`config.mk`:
```
export PLATFORM = sky130hd
export DESIGN_NAME = trap_ctx_seq
export DESIGN_NICKNAME = d
export VERILOG_FILES = /design/src/rtl/trap_ctx_pkg.sv /design/src/rtl/trap_ctx_ctrl.sv /design/src/rtl/trap_ctx_dp.sv /design/src/rtl/trap_ctx_seq.sv
export SDC_FILE = /design/constraint.sdc
export NUM_CORES = 1
export LEC_CHECK = 0
export ABC_CLOCK_PERIOD_IN_PS = 9500
export BUFFER_PORTS_ARGS = -buffer_cell sky130_fd_sc_hd__buf_2
export CAP_MARGIN = 0
export CORE_MARGIN = 2
export CORE_UTILIZATION = 52
export DETAILED_ROUTE_END_ITERATION = 6
export PLACE_DENSITY_LB_ADDON = 0.15
export REMOVE_ABC_BUFFERS = 1
export SYNTH_ARGS = -nofsm -noshare
export SYNTH_HDL_FRONTEND = slang
export SYNTH_SLANG_ARGS = --single-unit
```
`constraint.sdc`:
```
create_clock -name clk -period 9.5 [get_ports clk]
set_clock_uncertainty 0.05 [all_clocks]
set_input_delay 0.475 -clock clk [delete_from_list [all_inputs] [get_ports clk]]
set_output_delay 0.475 -clock clk [all_outputs]
set_load 0.03 [all_outputs]
```
`src/rtl/trap_ctx_pkg.sv`:
```
package trap_ctx_pkg;

  localparam int ENTRY_STEPS  = 14;
  localparam int RETURN_STEPS = 9;
  localparam int STEP_W       = $clog2(ENTRY_STEPS);

  typedef enum logic [1:0] {BASE_ABS, BASE_TMP, BASE_STK} baseSel_e;

  typedef enum logic [3:0] {
    WR_INST, WR_SPH, WR_SPL, WR_PCH, WR_PCL,
    WR_XH, WR_XL, WR_AH, WR_AL, WR_FLG
  } wrSel_e;

  typedef enum logic [3:0] {
    LD_NONE, LD_TH, LD_TL, LD_PCH, LD_PCL, LD_AH, LD_AL,
    LD_XH, LD_XL, LD_SPH, LD_SPL, LD_FLG
  } ldSel_e;

  typedef struct packed {
    logic        capture;
    logic        setSp;
    logic        memRe;
    logic        memWe;
    baseSel_e    baseSel;
    logic [15:0] offset;
    wrSel_e      wrSel;
    ldSel_e      ldSel;
  } dpCtl_t;

endpackage

```
`src/rtl/trap_ctx_ctrl.sv`:
```
module trap_ctx_ctrl
  import trap_ctx_pkg::*;
#(
  parameter logic [15:0] VEC_SYS_SP  = 16'hFFFA,
  parameter logic [15:0] VEC_HANDLER = 16'hFFFE
) (
  input  logic   clk,
  input  logic   rstN,
  input  logic   start,
  input  logic   startKind,
  output dpCtl_t ctl,
  output logic   busy,
  output logic   done
);

  typedef enum logic [1:0] {S_IDLE, S_RUN, S_FIN} state_e;

  localparam logic [STEP_W-1:0] LAST_ENTRY  = STEP_W'(ENTRY_STEPS - 1);
  localparam logic [STEP_W-1:0] LAST_RETURN = STEP_W'(RETURN_STEPS - 1);

  state_e            state;
  logic [STEP_W-1:0] step;
  logic              isRet;
  logic              accept;
  logic              lastStep;

  assign accept   = start && (state == S_IDLE);
  assign lastStep = (step == (isRet ? LAST_RETURN : LAST_ENTRY));
  assign busy     = (state != S_IDLE);
  assign done     = (state == S_FIN);

  always_ff @(posedge clk) begin
    if (!rstN) begin
      state <= S_IDLE;
      step  <= '0;
      isRet <= 1'b0;
    end else begin
      case (state)
        S_IDLE: if (accept) begin
          state <= S_RUN;
          step  <= '0;
          isRet <= startKind;
        end
        S_RUN: begin
          if (lastStep) state <= S_FIN;
          else          step  <= step + 1'b1;
        end
        default: state <= S_IDLE;
      endcase
    end
  end

  always_comb begin
    ctl         = '0;
    ctl.capture = accept;
    if (state == S_RUN) begin
      if (isRet) begin
        ctl.memRe   = 1'b1;
        ctl.baseSel = BASE_STK;
        ctl.offset  = 16'(step);
        case (step)
          4'd0:    ctl.ldSel = LD_FLG;
          4'd1:    ctl.ldSel = LD_AH;
          4'd2:    ctl.ldSel = LD_AL;
          4'd3:    ctl.ldSel = LD_XH;
          4'd4:    ctl.ldSel = LD_XL;
          4'd5:    ctl.ldSel = LD_PCH;
          4'd6:    ctl.ldSel = LD_PCL;
          4'd7:    ctl.ldSel = LD_SPH;
          default: ctl.ldSel = LD_SPL;
        endcase
      end else begin
        ctl.memWe   = (step >= 4'd2) && (step <= 4'd11);
        ctl.memRe   = !ctl.memWe;
        ctl.baseSel = ctl.memWe ? BASE_TMP : BASE_ABS;
        case (step)
          4'd0:  begin ctl.offset = VEC_SYS_SP;          ctl.ldSel = LD_TH;  end
          4'd1:  begin ctl.offset = VEC_SYS_SP + 16'd1;  ctl.ldSel = LD_TL;  end
          4'd2:  begin ctl.offset = -16'sd1;  ctl.wrSel = WR_INST; ctl.setSp = 1'b1; end
          4'd3:  begin ctl.offset = -16'sd3;  ctl.wrSel = WR_SPH; end
          4'd4:  begin ctl.offset = -16'sd2;  ctl.wrSel = WR_SPL; end
          4'd5:  begin ctl.offset = -16'sd5;  ctl.wrSel = WR_PCH; end
          4'd6:  begin ctl.offset = -16'sd4;  ctl.wrSel = WR_PCL; end
          4'd7:  begin ctl.offset = -16'sd7;  ctl.wrSel = WR_XH;  end
          4'd8:  begin ctl.offset = -16'sd6;  ctl.wrSel = WR_XL;  end
          4'd9:  begin ctl.offset = -16'sd9;  ctl.wrSel = WR_AH;  end
          4'd10: begin ctl.offset = -16'sd8;  ctl.wrSel = WR_AL;  end
          4'd11: begin ctl.offset = -16'sd10; ctl.wrSel = WR_FLG; end
          4'd12: begin ctl.offset = VEC_HANDLER;         ctl.ldSel = LD_PCH; end
          default: begin ctl.offset = VEC_HANDLER + 16'd1; ctl.ldSel = LD_PCL; end
        endcase
      end
    end
  end

endmodule

```
`src/rtl/trap_ctx_dp.sv`:
```
module trap_ctx_dp
  import trap_ctx_pkg::*;
(
  input  logic        clk,
  input  logic        rstN,
  input  dpCtl_t      ctl,
  input  logic [7:0]  instSpec,
  input  logic [15:0] spIn,
  input  logic [15:0] pcIn,
  input  logic [15:0] xIn,
  input  logic [15:0] aIn,
  input  logic [3:0]  nzvcIn,
  input  logic [7:0]  memRdata,
  output logic [15:0] memAddr,
  output logic        memWe,
  output logic [7:0]  memWdata,
  output logic        memRe,
  output logic [15:0] spOut,
  output logic [15:0] pcOut,
  output logic [15:0] xOut,
  output logic [15:0] aOut,
  output logic [3:0]  nzvcOut
);

  localparam logic [15:0] FRAME_BYTES = 16'd10;

  logic [7:0]  instCap;
  logic [15:0] spCap;
  logic [15:0] tmp;
  logic [15:0] base;

  always_comb begin
    case (ctl.baseSel)
      BASE_TMP: base = tmp;
      BASE_STK: base = spCap;
      default:  base = 16'h0000;
    endcase
  end

  assign memAddr = base + ctl.offset;
  assign memWe   = ctl.memWe;
  assign memRe   = ctl.memRe;

  always_comb begin
    case (ctl.wrSel)
      WR_INST: memWdata = instCap;
      WR_SPH:  memWdata = spCap[15:8];
      WR_SPL:  memWdata = spCap[7:0];
      WR_PCH:  memWdata = pcOut[15:8];
      WR_PCL:  memWdata = pcOut[7:0];
      WR_XH:   memWdata = xOut[15:8];
      WR_XL:   memWdata = xOut[7:0];
      WR_AH:   memWdata = aOut[15:8];
      WR_AL:   memWdata = aOut[7:0];
      default: memWdata = {4'b0000, nzvcOut};
    endcase
  end

  always_ff @(posedge clk) begin
    if (!rstN) begin
      instCap <= '0;
      spCap   <= '0;
      tmp     <= '0;
      spOut   <= '0;
      pcOut   <= '0;
      xOut    <= '0;
      aOut    <= '0;
      nzvcOut <= '0;
    end else if (ctl.capture) begin
      instCap <= instSpec;
      spCap   <= spIn;
      spOut   <= spIn;
      pcOut   <= pcIn;
      xOut    <= xIn;
      aOut    <= aIn;
      nzvcOut <= nzvcIn;
    end else begin
      if (ctl.setSp) spOut <= tmp - FRAME_BYTES;
      if (ctl.memRe) begin
        case (ctl.ldSel)
          LD_TH:   tmp[15:8]   <= memRdata;
          LD_TL:   tmp[7:0]    <= memRdata;
          LD_PCH:  pcOut[15:8] <= memRdata;
          LD_PCL:  pcOut[7:0]  <= memRdata;
          LD_AH:   aOut[15:8]  <= memRdata;
          LD_AL:   aOut[7:0]   <= memRdata;
          LD_XH:   xOut[15:8]  <= memRdata;
          LD_XL:   xOut[7:0]   <= memRdata;
          LD_SPH:  spOut[15:8] <= memRdata;
          LD_SPL:  spOut[7:0]  <= memRdata;
          LD_FLG:  nzvcOut     <= memRdata[3:0];
          default: ;
        endcase
      end
    end
  end

endmodule

```
`src/rtl/trap_ctx_seq.sv`:
```
module trap_ctx_seq
  import trap_ctx_pkg::*;
#(
  parameter logic [15:0] VEC_SYS_SP  = 16'hFFFA,
  parameter logic [15:0] VEC_HANDLER = 16'hFFFE
) (
  input  logic        clk,
  input  logic        rstN,
  input  logic        start,
  input  logic        startKind,
  input  logic [7:0]  instSpec,
  input  logic [15:0] spIn,
  input  logic [15:0] pcIn,
  input  logic [15:0] xIn,
  input  logic [15:0] aIn,
  input  logic [3:0]  nzvcIn,
  output logic [15:0] memAddr,
  output logic        memWe,
  output logic [7:0]  memWdata,
  output logic        memRe,
  input  logic [7:0]  memRdata,
  output logic        busy,
  output logic        done,
  output logic [15:0] spOut,
  output logic [15:0] pcOut,
  output logic [15:0] xOut,
  output logic [15:0] aOut,
  output logic [3:0]  nzvcOut
);

  dpCtl_t ctl;

  trap_ctx_ctrl #(.VEC_SYS_SP(VEC_SYS_SP), .VEC_HANDLER(VEC_HANDLER)) uCtrl (
    .clk(clk), .rstN(rstN), .start(start), .startKind(startKind),
    .ctl(ctl), .busy(busy), .done(done)
  );

  trap_ctx_dp uDp (
    .clk(clk), .rstN(rstN), .ctl(ctl),
    .instSpec(instSpec), .spIn(spIn), .pcIn(pcIn), .xIn(xIn), .aIn(aIn),
    .nzvcIn(nzvcIn), .memRdata(memRdata),
    .memAddr(memAddr), .memWe(memWe), .memWdata(memWdata), .memRe(memRe),
    .spOut(spOut), .pcOut(pcOut), .xOut(xOut), .aOut(aOut), .nzvcOut(nzvcOut)
  );

endmodule

```
==> impl_results.md <==
- Outcome: finished with violations
- Failing checks: design-rule violations
- Dpl cell area: about 0.0083 mm²
- FF-to-FF setup slack: just under 6 ns
- Synth Area in Compound Gates: 25.2%
- Area Growth Syn to Fin: 21.1%
- Initial DRC Count: about 640
- Final Hold Vio Count: 0
- Mux contribution to synthesized area: between 10% and 20%
- Synth Flop Type: dfxtp_1
- Achievable Freq: ~190 MHz
- DRC Markers: 1
- IO Pins: between 150 and 200
- Placeable Area: 0.0139 mm²
- Vias in the first global route: 6967
- Synth unique cells: 80
- Post-Route WL: around 25000 µm
- CP peak stage delay: between 0.4 and 0.5 ns
- CP Cell Sequence: inv_1 > ha_1 > o21ai_0 > nand3b_1 > nor2_1 > a221oi_1 > and3_1 > a211oi_1 > ha_1 > fa_1 > a21oi_1 > o221ai_1 > a21oi_1 > o21ai_0 > o41ai_1 > xnor2_1 > buf_2
- CTS max path bufs: 2
- Post-Synthesis Cells: 900
- Total GRT Usage: 32.8%
- Worst skew pair latency: 0.43 ns
- Mapped cell area: 0.00740 mm²
- Adder-Cell Fraction of Synth Area: under 10%
- Yosys warnings: 0
- #FFs+latches synth: 119
- CTS clk-pin slew, worst paths: roughly 0.060 ns
- RSZ-0062 raised after global routing: false
- Main combinational cell family by area after synthesis: compound AO/OA/AOI/OAI gates
- Slowest cell on crit path: ha_1
- Max-slew violations: 0
- Crit path max-delay family: compound AO/OA/AOI/OAI gates
- Die height: approximately 120 µm
- # H-tree levels: 4
- Reg2reg path depth: 8
- Req. time, crit path: about 9.0 ns
- Clk root buf: clkbuf_16
- Non-filler instance count after layout: 1233
- ANT cells: 0
- Hold WC Path Type: in2reg
- Initial Util: between 50% and 60%
- Fin crit period: about 5.4 ns
- WHS Path Cells: 3
- Peak VDD IR: around 0.15 mV
- Most frequent cells in the layout: 183 x buf_2, 119 x dfxtp_1, 92 x a21oi_1, 89 x nand2_1, 77 x o21ai_0
- PwrDens: roughly 170 mW/mm²
- Via density: 6.11
- Standard-cell rows: 43
- CTS Buf Count: 17
- ANT nets after route: 0
- Nets@finish: between 1000 and 1500
- GPL Wtd Cong: between 0.8 and 0.9
- Post_cts resized: 0
- Commonest non-fill, non-tap cell in the layout: buf_2
- Max_cap viols: 0
- Die Area: 0.0152 mm²
- Endpoint, Worst Hold: uDp.instCap[1]
- Hold_buf cts: 0
- Via count: approximately 7500
- Share of layout cells above drive strength 1: around a quarter
- CP Max Fanout: 14
- Post-DP HPWL: approximately 18000 µm
- Max-slew headroom: 29.6%
- Final setup vio count: 0
- Simple-Gate Fraction of Synth Area: 18.5%
- P_leak: ~3.9 nW
- Largest net degree at the start of global routing: 97
- Crit share post-route: 56.5%
- CTS tree: built
- Terminus of the critical flop-to-flop path: uDp.tmp[10]
- Synth Area in XOR/XNOR: 3.20%
- First-pass GRT wire length: ~38000 µm
- Least-Margin Pin Slew: between 1 and 1.5 ns
- Grt ovf: 0
- Startpoint types: flip-flop
- Sequential-to-total area share from yosys stat: between 30% and 40%
- Hold Crit Start: instSpec[1]
- Die width: ~120 µm
- Synth async-reset ratio: 0%
- Origin of the critical flop-to-flop path: uCtrl.step[3]
- CP Data Arrival Time: a little under 5 ns
- Crit end category: primary output
- Final setup TNS: 0 ns
- I/O Buffers: 183
- Drt pass-1 iters: 7
- Routed wire length per instance: 20.1 µm
- Post-CTS Setup Bufs: 0
- Post-synth EDFFs: 0
- CP Buf/Inv Count: 2
- Antenna violations before repair: 0
- Fillers: approximately 1300
- Final Cell Area: roughly 0.0090 mm²
- CTS sink cnt: 119
- Syn_area_per_cell: a little over 8 µm²
- Placed Cells incl. Taps: approximately 1200
- Worst setup path category: reg2out
==> cells by family (layout without fill, tap and decap cells) <==
logic type	Yosys count	in the layout
muxes	78	78
xor gates and xnor gates	27	27
buffers and inverters	91	244
DFF	119	119
adders and majority gates	31	31
AOI/OAI and AO/OA	286	286
and+or+nand+nor	268	268
==> power by group <==
| part | internal (mW) | switching (mW) | leakage (nW) |
|---|---|---|---|
| Combinational | 0.0906 | 0.192 | 2.65 |
| Clock | 0.451 | 0.244 | 0.317 |
| Sequential | 0.533 | 0.0318 | 0.979 |
| Total | 1.07 | 0.468 | 3.94 |
==> registers in the layout, summed over array words and instances (netlist names), named ones only <==
name,cells
uDp.aOut,16
uDp.pcOut,16
uDp.spCap,16
uDp.spOut,16
uDp.tmp,16
uDp.xOut,16
uDp.instCap,8
uCtrl.step,4
uDp.nzvcOut,4
uCtrl.state,2
uCtrl.isRet,1
==> through the flow <==
step / util (%) / power [mW] / setup slack (ns) / hold slack [ns]
floorplan: - / 0.748 / 5.08 / 0.383
global placement: 60.0 / 0.852 / 4.79 / 0.391
detailed placement: 60.0 / 0.854 / 4.69 / 0.393
CTS: 64.6 / 1.54 / 4.20 / 0.228
global route: 64.6 / 1.60 / 3.81 / 0.226
finish: 64.6 / 1.54 / 4.13 / 0.231
==> worst max-delay path by stage <==
stage | from | to | slack [ns] | cells after the start
2_1_floorplan | uCtrl.step[3] | memAddr[14] | 5.08 | 12
3_3_place_gp | uCtrl.step[0] | memAddr[12] | 4.79 | 16
3_5_place_dp | uCtrl.step[0] | memAddr[12] | 4.69 | 17
4_1_cts | uCtrl.step[0] | memAddr[12] | 4.20 | 17
5_1_grt | uCtrl.step[0] | memAddr[12] | 3.81 | 17
6_report | uCtrl.step[0] | memAddr[12] | 4.13 | 17
==> cell usage after synthesis (all sizes together) (3+ instances only) <==
cell type  instances  share of area [%]
or3                5               0.42
nand4             13                1.1
xor2               8               0.95
a311oi            10                1.3
a21o               7               0.71
or3b               3               0.36
nor2b              5               0.42
nand2b             3               0.25
and3               8               0.68
inv               20                1.0
nand3             38                3.2
o2111ai            5               0.59
o41ai              3               0.46
o311ai             5               0.59
a31oi              7               0.59
a21oi             92                6.2
ha                30                5.1
nand3b             4               0.41
mux2i             75                 10
a22oi             11                1.1
clkbuf            53                2.7
o211ai             7               0.71
xnor2             19                2.2
dfxtp            119                 32
nor2              63                3.2
o2bb2ai            3               0.44
a22o              17                2.0
mux2               3               0.46
and2               8               0.68
nand2             90                4.6
a211o              3               0.36
nor4               5               0.71
nor3              13                1.3
a311o              4               0.54
buf               18                1.3
a211oi             9               0.91
o21ai             79                5.5
a221oi             3               0.36
==> area by class of cell <==
class	instances	area (µm²)	share of cell area, %
inverter	20	75.1	0.838
multi-input combinational	690	4670	52.1
clock inverter	13	176	1.97
tap	180	225	2.51
sequential	119	2380	26.6
timing repair buffer	192	983	11.0
clock buffer	19	453	5.05
==> metal layers <==
metal	wire, µm	global-route usage (%)	part of all wire (%)	up-vias
li1	-	-	-	3599
met1	10900	43.4	44	3550
met3	2000	8.76	8.1	47
met2	11400	52.0	46	340
met5	0	0	0	-
met4	501	10.8	2.0	0
==> worst register-to-register path: stages, from the launching register on <==
cell and delay, ns:
dfxtp_1 0.40, inv_1 0.21, ha_1 0.44, o21ai_1 0.13, o2bb2ai_2 0.44, nand3_1 0.61, nor2b_1 0.95, mux2i_1 0.29
nor2_1 0.06
(Power assumes the default switching activity.)
